File: src/rtl/sfd_pkg.sv
package sfd_pkg;
   typedef enum logic [1:0] {
      DIR_IDLE     = 2'b00,
      DIR_TO_MEM   = 2'b01,
      DIR_FROM_MEM = 2'b10,
      DIR_RSVD     = 2'b11
   } dma_dir_e;

   // number of bytes moved in one cycle
   typedef logic [1:0] nbytes_t;
endpackage

File: src/rtl/sfd_byte_fifo.sv
module sfd_byte_fifo #(
   parameter int DEPTH = 16,
   parameter int OCC_W = $clog2(DEPTH + 1),
   parameter int PTR_W = $clog2(DEPTH)
) (
   input  logic                clk,
   input  logic                rst_n,
   input  sfd_pkg::nbytes_t    push_n,
   input  logic [7:0]          push_lo,
   input  logic [7:0]          push_hi,
   input  sfd_pkg::nbytes_t    pop_n,
   output logic [7:0]          head0,
   output logic [7:0]          head1,
   output logic [OCC_W-1:0]    level
);
   localparam logic [OCC_W-1:0] LVL_FULL = OCC_W'(DEPTH);

   logic [7:0]       mem [DEPTH];
   logic [PTR_W-1:0] wr_ptr, rd_ptr;
   logic [PTR_W-1:0] wr_ptr_nx1, rd_ptr_nx1;

   assign wr_ptr_nx1 = wr_ptr + PTR_W'(1);
   assign rd_ptr_nx1 = rd_ptr + PTR_W'(1);

   // each entry takes the low byte at the write pointer and the high
   // byte one slot further when two bytes arrive together
   for (genvar e = 0; e < DEPTH; e++) begin : g_entry
      logic take_lo, take_hi;
      assign take_lo = (push_n != 2'd0) && (wr_ptr == PTR_W'(e));
      assign take_hi = (push_n == 2'd2) && (wr_ptr_nx1 == PTR_W'(e));
      always_ff @(posedge clk) begin
         if (take_lo)      mem[e] <= push_lo;
         else if (take_hi) mem[e] <= push_hi;
      end
   end

   always_ff @(posedge clk) begin
      if (!rst_n) begin
         wr_ptr <= '0;
         rd_ptr <= '0;
         level  <= '0;
      end else begin
         wr_ptr <= wr_ptr + PTR_W'(push_n);
         rd_ptr <= rd_ptr + PTR_W'(pop_n);
         level  <= level + OCC_W'(push_n) - OCC_W'(pop_n);
      end
   end

   assign head0 = mem[rd_ptr];
   assign head1 = mem[rd_ptr_nx1];

   AST_LVL_BOUND: assert property (@(posedge clk) disable iff (!rst_n)
      level <= LVL_FULL);
   AST_PUSH_FITS: assert property (@(posedge clk) disable iff (!rst_n)
      push_n != 2'd0 |-> (level + OCC_W'(push_n)) <= LVL_FULL);
   AST_POP_HAS_DATA: assert property (@(posedge clk) disable iff (!rst_n)
      pop_n != 2'd0 |-> level >= OCC_W'(pop_n));
   AST_FULL_HOLD: assert property (@(posedge clk) disable iff (!rst_n)
      (level == LVL_FULL && pop_n == 2'd0) |=> level == LVL_FULL);
endmodule

File: src/rtl/sfd_xfer_count.sv
module sfd_xfer_count #(
   parameter int CNT_W = 16,
   parameter int OCC_W = 5
) (
   input  logic                clk,
   input  logic                rst_n,
   input  logic                load,
   input  logic [CNT_W-1:0]    load_val,
   input  sfd_pkg::nbytes_t    dec_n,
   input  logic [OCC_W-1:0]    level_after,
   output logic [CNT_W-1:0]    count,
   output logic                tc,
   output logic [OCC_W-1:0]    resid
);
   logic [CNT_W-1:0] dec_w, cnt_next;
   logic             hit_zero;

   assign dec_w    = CNT_W'(dec_n);
   assign cnt_next = (count > dec_w) ? count - dec_w : '0;
   assign hit_zero = (dec_n != 2'd0) && (cnt_next == '0) && !tc;

   always_ff @(posedge clk) begin
      if (!rst_n) begin
         count <= '0;
         tc    <= 1'b0;
         resid <= '0;
      end else if (load) begin
         count <= load_val;
         tc    <= 1'b0;
      end else if (dec_n != 2'd0) begin
         count <= cnt_next;
         if (hit_zero) begin
            tc    <= 1'b1;
            resid <= level_after;
         end
      end
   end

   AST_TC_STICKY: assert property (@(posedge clk) disable iff (!rst_n)
      (tc && !load) |=> tc);
   AST_RESID_HELD: assert property (@(posedge clk) disable iff (!rst_n)
      (tc && !load) |=> $stable(resid));
   AST_TC_AT_ZERO: assert property (@(posedge clk) disable iff (!rst_n)
      $rose(tc) |-> count == '0);
   AST_CNT_NO_RISE: assert property (@(posedge clk) disable iff (!rst_n)
      !load |=> count <= $past(count));
   AST_LOAD_CLEARS: assert property (@(posedge clk) disable iff (!rst_n)
      load |=> (!tc && count == $past(load_val)));
endmodule

File: src/rtl/sfd_req_gen.sv
module sfd_req_gen #(
   parameter int DEPTH = 16,
   parameter int OCC_W = $clog2(DEPTH + 1)
) (
   input  logic                clk,
   input  logic                rst_n,
   input  sfd_pkg::dma_dir_e   dir,
   input  logic                keep_resid,
   input  logic                sync_mode,
   input  logic [OCC_W-1:0]    level,
   input  logic                tc,
   output logic                req
);
   import sfd_pkg::*;
   localparam logic [OCC_W-1:0] LVL_FULL = OCC_W'(DEPTH);

   logic [OCC_W-1:0] in_floor;
   assign in_floor = keep_resid ? OCC_W'(1) : OCC_W'(0);

   always_comb begin
      unique case (dir)
         DIR_TO_MEM:   req = (level > in_floor) && !(sync_mode && tc);
         DIR_FROM_MEM: req = (level != LVL_FULL) && !tc;
         default:      req = 1'b0;
      endcase
   end

   AST_REQ_IDLE: assert property (@(posedge clk) disable iff (!rst_n)
      (dir == DIR_IDLE || dir == DIR_RSVD) |-> !req);
   AST_REQ_SYNC_BLOCK: assert property (@(posedge clk) disable iff (!rst_n)
      (dir == DIR_TO_MEM && sync_mode && tc) |-> !req);
   AST_REQ_OUT_TC: assert property (@(posedge clk) disable iff (!rst_n)
      (dir == DIR_FROM_MEM && tc) |-> !req);
endmodule

File: src/rtl/sfd_dma_fifo.sv
module sfd_dma_fifo #(
   parameter int DEPTH = 16,
   parameter int CNT_W = 16,
   parameter int OCC_W = $clog2(DEPTH + 1)
) (
   input  logic              clk,
   input  logic              rst_n,
   input  logic [1:0]        cfg_dir,
   input  logic              cfg_keep_resid,
   input  logic              cfg_sync,
   input  logic              cnt_load,
   input  logic [CNT_W-1:0]  cnt_value,
   input  logic              dev_push,
   input  logic [7:0]        dev_wdata,
   input  logic              dev_pop,
   output logic [7:0]        dev_rdata,
   input  logic              dma_wr,
   input  logic [15:0]       dma_wdata,
   input  logic              dma_rd,
   output logic [15:0]       dma_rdata,
   output logic              dma_req,
   output logic              tc_flag,
   output logic [OCC_W-1:0]  resid_len,
   output logic [OCC_W-1:0]  fifo_level,
   output logic [CNT_W-1:0]  xfer_count
);
   import sfd_pkg::*;

   localparam int PTR_W = $clog2(DEPTH);
   localparam logic [OCC_W-1:0] LVL_FULL     = OCC_W'(DEPTH);
   localparam logic [OCC_W-1:0] LVL_WORD_MAX = OCC_W'(DEPTH - 2);

   if (DEPTH < 4 || (DEPTH & (DEPTH - 1)) != 0) begin : g_bad_depth
      $error("sfd_dma_fifo: DEPTH must be a power of two of at least 4");
   end
   if (OCC_W < $clog2(DEPTH + 1)) begin : g_bad_occ
      $error("sfd_dma_fifo: OCC_W too narrow for DEPTH");
   end
   if (CNT_W < 2) begin : g_bad_cnt
      $error("sfd_dma_fifo: CNT_W must be at least 2");
   end

   logic [OCC_W-1:0] lvl, lvl_after;
   logic [7:0]       head0, head1;
   logic             wr_word, wr_byte, rd_word, rd_byte, dv_push, dv_pop;
   nbytes_t          push_n, pop_n, dec_n;

   // word write shrinks to a byte near the top of the FIFO or at count 1
   assign wr_word = dma_wr && (lvl <= LVL_WORD_MAX) && (xfer_count != CNT_W'(1));
   assign wr_byte = dma_wr && !wr_word && (lvl != LVL_FULL);
   assign rd_word = dma_rd && (lvl >= OCC_W'(2));
   assign rd_byte = dma_rd && (lvl == OCC_W'(1));
   assign dv_push = dev_push && (lvl != LVL_FULL);
   assign dv_pop  = dev_pop && (lvl != '0);

   assign push_n = wr_word ? 2'd2 : ((wr_byte || dv_push) ? 2'd1 : 2'd0);
   assign pop_n  = rd_word ? 2'd2 : ((rd_byte || dv_pop)  ? 2'd1 : 2'd0);
   assign dec_n  = (wr_word || rd_word) ? 2'd2 : ((wr_byte || rd_byte) ? 2'd1 : 2'd0);
   assign lvl_after = lvl + OCC_W'(push_n) - OCC_W'(pop_n);

   sfd_byte_fifo #(.DEPTH(DEPTH), .OCC_W(OCC_W), .PTR_W(PTR_W)) u_store (
      .clk     (clk),
      .rst_n   (rst_n),
      .push_n  (push_n),
      .push_lo (dma_wr ? dma_wdata[7:0] : dev_wdata),
      .push_hi (dma_wdata[15:8]),
      .pop_n   (pop_n),
      .head0   (head0),
      .head1   (head1),
      .level   (lvl)
   );

   sfd_xfer_count #(.CNT_W(CNT_W), .OCC_W(OCC_W)) u_count (
      .clk         (clk),
      .rst_n       (rst_n),
      .load        (cnt_load),
      .load_val    (cnt_value),
      .dec_n       (dec_n),
      .level_after (lvl_after),
      .count       (xfer_count),
      .tc          (tc_flag),
      .resid       (resid_len)
   );

   sfd_req_gen #(.DEPTH(DEPTH), .OCC_W(OCC_W)) u_req (
      .clk        (clk),
      .rst_n      (rst_n),
      .dir        (dma_dir_e'(cfg_dir)),
      .keep_resid (cfg_keep_resid),
      .sync_mode  (cfg_sync),
      .level      (lvl),
      .tc         (tc_flag),
      .req        (dma_req)
   );

   assign fifo_level = lvl;
   assign dev_rdata  = head0;
   assign dma_rdata  = {(lvl >= OCC_W'(2)) ? head1 : 8'hFF, head0};

   AST_ONE_OP: assert property (@(posedge clk) disable iff (!rst_n)
      $onehot0({dev_push, dev_pop, dma_wr, dma_rd, cnt_load}));
   AST_WR_AT_ONE: assert property (@(posedge clk) disable iff (!rst_n)
      (dma_wr && xfer_count == CNT_W'(1) && lvl != LVL_FULL)
      |=> (fifo_level == $past(lvl) + OCC_W'(1) && xfer_count == '0));
   AST_FULL_IGNORE: assert property (@(posedge clk) disable iff (!rst_n)
      ((dma_wr || dev_push) && lvl == LVL_FULL)
      |=> (fifo_level == LVL_FULL && xfer_count == $past(xfer_count)));
   AST_RD_SHORT: assert property (@(posedge clk) disable iff (!rst_n)
      (dma_rd && lvl == OCC_W'(1)) |=> fifo_level == '0);
endmodule

File: config.mk
export PLATFORM = sky130hd
export DESIGN_NAME = sfd_dma_fifo
export DESIGN_NICKNAME = d
export VERILOG_FILES = /design/src/rtl/sfd_pkg.sv /design/src/rtl/sfd_byte_fifo.sv /design/src/rtl/sfd_xfer_count.sv /design/src/rtl/sfd_req_gen.sv /design/src/rtl/sfd_dma_fifo.sv
export SDC_FILE = /design/constraint.sdc
export NUM_CORES = 1
export LEC_CHECK = 0
export BUFFER_PORTS_ARGS = -buffer_cell sky130_fd_sc_hd__clkbuf_2
export CAP_MARGIN = 5
export CORE_MARGIN = 2
export CORE_UTILIZATION = 60
export DETAILED_ROUTE_END_ITERATION = 10
export PLACE_DENSITY = 0.81
export SLEW_MARGIN = 10
export SYNTH_ARGS = -nofsm -noshare
export SYNTH_HDL_FRONTEND = slang
export SYNTH_SLANG_ARGS = --single-unit
File: constraint.sdc
create_clock -name clk -period 4.85 [get_ports clk]
set_input_delay 0.2425 -clock clk [delete_from_list [all_inputs] [get_ports clk]]
set_output_delay 0.2425 -clock clk [all_outputs]
set_load 0.01 [all_outputs]
==> run metrics, run 1 <==
status completed; min-delay worst type input pin to register; met2 global-route usage 0.5121; Area Growth Syn to Fin 12.06%; # H-tree levels 4; worst vdd ir 382.7 µV; # nets final 928; Worst EP required 5.18 ns; DR DRC count 0; Main synth FF type edfxtp_1; synth warn 0; fraction of layout cells with a size suffix above 1 0.4335; number of setup buffers added after CTS 0; syn avg cell area between 10 and 15 µm²; die width 135.9 µm; HP Start cnt_value[10]; Slew @ Worst Pin 1.197 ns; RSZ-0062 raised after global routing no; die area 0.01848 mm²; crit path from u_count.count[4]$_SDFFE_PN0P_; pwr dens 558.1 mW/mm²; Initial Utilization 0.6081; Reg clk slew, reported paths 0.07 ns; Seq. cell area 0.004548 mm²; ANT nets after route 0; RR Startpoint u_count.count[4]$_SDFFE_PN0P_; Detailed Place HPWL 19610 µm; Vias/cell 6.983; Max Buffers Root-to-Sink 2; CP delay by family, top simple AND/OR/NAND/NOR gates; final hold violation count 0; Buffers on Ports a little over 100; GRT Residual Overflow 0; area of the multi-input gates 0.005518 mm²; initial antenna violation count 1; Placer Congestion 0.8935; crit-path max cell delay roughly 0.44 ns; CTS tree done; worst slack, placed 0.4175 ns; CP max stage cell a2111oi_0; max_cap viols 0; Finish-stage setup viols 0; clk_skew between 0.01 and 0.015 ns; cell taking the most area after synthesis edfxtp_1; GRT Max-Usage Layer met2; synth cell count leaders edfxtp_1 (128), mux2_2 (97), mux4_2 (80); DRT Wirelength 29240 µm; overall routing resource usage 0.3288; CTS buffer count 17; clk_lat worst skew ~0.45 ns; synth top area cells edfxtp_1 (37%), mux4_2 (17%), mux2_2 (10%); sequential fraction of the synthesis area 0.4351; WP buf/inv 2; CP cell instances nor3_2 -> nand4_2 -> nor3_1 -> a2111oi_4 -> inv_1 -> ha_1 -> inv_1 -> nor2_1 -> ha_1 -> fa_1 -> nand2b_1 -> a2111oi_0 -> o21ai_0 -> a22oi_2 -> a32oi_4 -> mux2_4; Clock Tree Root clkbuf_16; vias in the first global route 7317; critical path type register to register; Top Ports 103; design area 0.01171 mm²; Leakage 4.204 nW; TNS Setup 0 ns; FF+latch count, synth 163; first-pass GRT wire length 43960 µm; met1 Track Usage GR 0.4516; Synth Instances 775; crit path max fanout 8; Setup WS post-layout roughly 0.44 ns; Highest Clock Rate 226.9 MHz; via count 7618; async set-or-reset flop fraction in the synthesized netlist 0; FILL cells 1237; Critical Path Start Type register; DR WL/cell 26.80 µm; final max-slew violation count 0; period utilisation layout 0.9085; met3 Use GR 0.07755; Overall Power 6.532 mW; core footprint 0.01718 mm²; Critical Path End Type register; # rows 48; Iteration-0 DRC Markers about 940; TritonRoute pass-1 iters 5; Slew HR 0.1964; Yosys cell types 68; EDFF count, synth roughly 130; largest net degree at the start of global routing 66; minimum clock period ~4.4 ns; Area after DPL about 0.011 mm²; most common cell in the synthesized netlist edfxtp_1; CP arrival 4.74 ns; CTS sink cnt 163; Yosys top cell area share 0.3680; DIE HEIGHT 135.9 µm; mapped cell area around 0.010 mm²; syn_nets 851
## logic make-up (layout without fill, tap and decap cells)
kind of cell	count (synthesis)	in the layout	share of synthesized area
compound gates	103	103	0.06265
xor+xnor	10	10	0.008386
fa+ha+maj	25	25	0.03354
buf+inv	95	185	0.03893
flops	163	163	0.4351
mux	221	221	0.3244
other cells	0	1	0
simple gates	158	158	0.09703
## cell type report
| type | count | area share |
|---|---|---|
| diodes | 1 | 0.0002138 |
| clock buffers | 18 | 0.03666 |
| clock inverters | 14 | 0.01208 |
| inverters | 29 | 0.009300 |
| multi-input cells | 517 | 0.4714 |
| flip-flops and latches | 163 | 0.3886 |
| well taps | 225 | 0.02405 |
| repair buffers | 124 | 0.05772 |
## through the flow
stage	std cells	util	hold WS [ns]
floorplan	775	-	0.3576
global placement	1058	0.6476	0.4495
detailed placement	1058	0.6476	0.4565
CTS	1090	0.6808	0.05581
global route	1090	0.6813	0.07037
finish	1091	0.6815	0.06259
## where the power goes
group | leakage, nW | internal [mW] | total, mW | switching (mW)
Sequential | 1.45 | 1.74 | 1.90 | 0.155
Clock | 0.274 | 0.722 | 1.34 | 0.613
Combinational | 2.48 | 1.52 | 3.30 | 1.78
## cell usage in the layout, fill, tap and decap left out, drive strengths merged, types with 22 or more instances in the layout
cell / synthesis / layout
dfxtp: 35 / 35
inv: 29 / 37
o21ai: 31 / 31
mux2: 137 / 137
nand2: 36 / 36
buf: 29 / 22
edfxtp: 128 / 128
clkbuf: 37 / 120
mux4: 80 / 80
nor2: 27 / 27
a21oi: 31 / 31
## state kept, by name (all words and copies together), names as in the netlist
register and count:
u_count.count 16, u_store.wr_ptr 4, u_store.mem 128, u_count.resid 5
u_store.rd_ptr 4, u_count.tc 1, u_store.level 5
## final timing paths
kind | to | cells past startpoint | slack, ns
worst min-delay path | u_count.count[10]$_SDFFE_PN0P_ | 2 | 0.06
worst min register to register | u_count.resid[2]$_SDFFE_PN0P_ | 2 | 0.46
worst max register to register | u_count.resid[1]$_SDFFE_PN0P_ | 16 | 0.44
worst max-delay path | u_count.resid[1]$_SDFFE_PN0P_ | 16 | 0.44
## per-layer routing
metal	routed length, µm	part of all wire
met4	1080	0.037
met2	13810	0.47
met5	0	0
met1	11110	0.38
met3	3233	0.11
## timing repair
| item | 4_1_cts | 5_1_grt |
|---|---|---|
| setup endpoints to repair | 0 | 1 |
| resized for setup | 0 | 1 |
| hold buffers | 0 | 0 |
(Power assumes the default switching activity.)
==> run 2, diff against run 1 <==
--- a/config.mk
+++ b/config.mk
@@ -7,7 +7,7 @@
 export LEC_CHECK = 0
 export BUFFER_PORTS_ARGS = -buffer_cell sky130_fd_sc_hd__clkbuf_2
 export CAP_MARGIN = 5
-export CORE_MARGIN = 2
+export CORE_MARGIN = 1.5
 export CORE_UTILIZATION = 60
 export DETAILED_ROUTE_END_ITERATION = 10
 export PLACE_DENSITY = 0.81
==> run metrics, run 2 (synthesis gave the netlist of run 1 again) <==
smallest hold slack 0.08722 ns (was 0.06259 ns); max reg flops 128 (unchanged); CTS buffer count 17 (unchanged); TritonRoute pass-1 iters 5 (unchanged); first-pass GRT wire length 44060 µm (was 43960 µm); Critical Path Start Type register (unchanged); # H-tree levels 4 (unchanged); most flop-heavy register u_store.mem (unchanged); Finish-stage setup viols 0 (unchanged); Max Buffers Root-to-Sink 2 (unchanged); # rows 48 (unchanged); Iteration-0 DRC Markers 922 (was 938); TNS Setup 0 ns (unchanged); CTS tree done (unchanged); Initial Utilization 0.6081 (unchanged); Slew HR 0.1395 (was 0.1964); Clock Tree Root clkbuf_16 (unchanged); Highest Clock Rate 232.8 MHz (was 226.9 MHz); DIE HEIGHT 134.9 µm (was 135.9 µm); DRT met1 WL 11420 µm (was 11110 µm); status completed (unchanged); vias in the first global route 7526 (was 7317); largest net degree at the start of global routing 65 (was 66); DRT Wirelength 29330 µm (was 29240 µm); clk_skew 0.009743 ns (was 0.01017 ns); top layer in use met4 (unchanged); die area 0.01821 mm² (was 0.01848 mm²); Placer Congestion 0.9216 (was 0.8935); pwr dens 549.5 mW/mm² (was 558.1 mW/mm²); RSZ-0062 raised after global routing no (unchanged); CTS sink cnt 163 (unchanged); critical path type register to register (unchanged); Hold Path Sink u_count.count[0]$_SDFFE_PN0P_ (was u_count.count[10]$_SDFFE_PN0P_); number of setup buffers added after CTS 0 (unchanged); worst reg-to-reg path cell count 16 (unchanged); Hold-fix buffers, CTS 0 (unchanged); biggest regs u_store.mem: 128 flops, u_count.count: 16 flops (unchanged); most frequent standard cell in the layout excluding fill and tap cells edfxtp_1 (unchanged); Area Growth Syn to Fin 11.77% (was 12.06%); HP Start cnt_value[0] (was cnt_value[10]); via count 7582 (was 7618); Critical Path End Type register (unchanged); period utilisation layout 0.8857 (was 0.9085); ANT nets after route 0 (unchanged); initial antenna violation count 0 (was 1); cell depth of the worst hold path 3 (was 2); fraction of layout cells with a size suffix above 1 0.4330 (was 0.4335); minimum clock period 4.296 ns (was 4.406 ns); worst vdd ir 324.7 µV (was 382.7 µV); wire length on met3 2870 µm (was 3233 µm); Buffers on Ports 102 (unchanged); final hold violation count 0 (unchanged); crit path max fanout 8 (unchanged); Detailed Place HPWL 19860 µm (was 19610 µm); DR WL/cell 26.88 µm (was 26.80 µm); R2R setup slack 0.55 ns (was 0.44 ns); clk_lat worst skew 0.43 ns (was 0.45 ns); core footprint 0.01718 mm² (unchanged); Top Ports 103 (unchanged); final max-slew violation count 0 (unchanged); Reg clk slew, reported paths 0.07 ns (about the same); Worst EP required 5.16 ns (was 5.18 ns); Slew @ Worst Pin 1.291 ns (was 1.197 ns); post-cts resize count 0 (unchanged); met2 routed WL 14270 µm (was 13810 µm); RR Startpoint u_store.level[4]$_SDFF_PN0_ (was u_count.count[4]$_SDFFE_PN0P_); overall routing resource usage 0.3336 (was 0.3288); Leakage 4.200 nW (was 4.204 nW); number of diodes 0 (was 1); DR DRC count 0 (unchanged); die width 134.9 µm (was 135.9 µm); Overall Power 6.416 mW (was 6.532 mW); R2R Path End u_count.resid[1]$_SDFFE_PN0P_ (unchanged); GRT Residual Overflow 0 (unchanged); max_cap viols 0 (unchanged); Vias/cell 6.950 (was 6.983); # nets final 930 (was 928); CP arrival 4.61 ns (was 4.74 ns); min-delay worst type input pin to register (unchanged); most frequent cells in the layout edfxtp_1 (128), clkbuf_2 (102), mux2_2 (97) (unchanged)
run 2: cell type report:
cell class                 instances  area (µm²)
tap                              225       281.5
inverter                          29       108.9
timing repair buffer             126       690.7
clock buffer                      19       432.9
sequential                       163        4548
multi-input combinational        517        5514
clock inverter                    12       98.84
fill                            1248        5502
run 2: worst max-delay path by stage:
| stage | start | to | slack, ns | cells after the start |
|---|---|---|---|---|
| 4_1_cts | u_count.count[8]$_SDFFE_PN0P_ | u_count.resid[1]$_SDFFE_PN0P_ | 0.46 | 16 |
| 6_report | u_store.level[4]$_SDFF_PN0_ | u_count.resid[1]$_SDFFE_PN0P_ | 0.55 | 16 |
| 3_3_place_gp | u_count.count[11]$_SDFFE_PN0P_ | u_count.resid[1]$_SDFFE_PN0P_ | 0.62 | 16 |
| 5_1_grt | u_count.count[4]$_SDFFE_PN0P_ | u_count.resid[1]$_SDFFE_PN0P_ | 0.10 | 16 |
| 3_5_place_dp | u_count.count[4]$_SDFFE_PN0P_ | u_count.resid[1]$_SDFFE_PN0P_ | 0.51 | 16 |
| 2_1_floorplan | u_store.level[4]$_SDFF_PN0_ | u_count.resid[1]$_SDFFE_PN0P_ | 0.74 | 18 |
run 2: stage by stage:
| stage | cells | setup slack [ns] | utilization | area (µm²) |
|---|---|---|---|---|
| after floorplan | 775 | 0.7413 | - | 10450 |
| after global placement | 1060 | 0.6201 | 0.6485 | 11140 |
| after detailed placement | 1060 | 0.5084 | 0.6485 | 11140 |
| after CTS | 1091 | 0.4641 | 0.6794 | 11670 |
| after global routing | 1091 | 0.1008 | 0.6797 | 11670 |
| final | 1091 | 0.5542 | 0.6797 | 11670 |
run 2: critical path, cell delays in order (launching register included):
cell and delay (ns):
dfxtp_1 0.43, inv_1 0.14, ha_1 0.19, and3_1 0.22, a2111oi_4 0.43, inv_1 0.14, ha_1 0.25, inv_1 0.10
nor2_1 0.06, ha_1 0.20, fa_1 0.44, nand2b_1 0.30, a2111oi_0 0.12, o21ai_0 0.20, a22oi_1 0.18, a32oi_4 0.44
mux2_4 0.34
run 2: metal layers:
metal	track usage	up-vias
met3	0.08971	66
li1	-	3208
met5	0	-
met2	0.5356	456
met4	0.1135	0
met1	0.4432	3852
run 2: report_power, final:
group	internal (mW)	switching [mW]	leakage [nW]
Clock	0.664	0.587	0.261
Combinational	1.51	1.75	2.49
Sequential	1.74	0.155	1.45
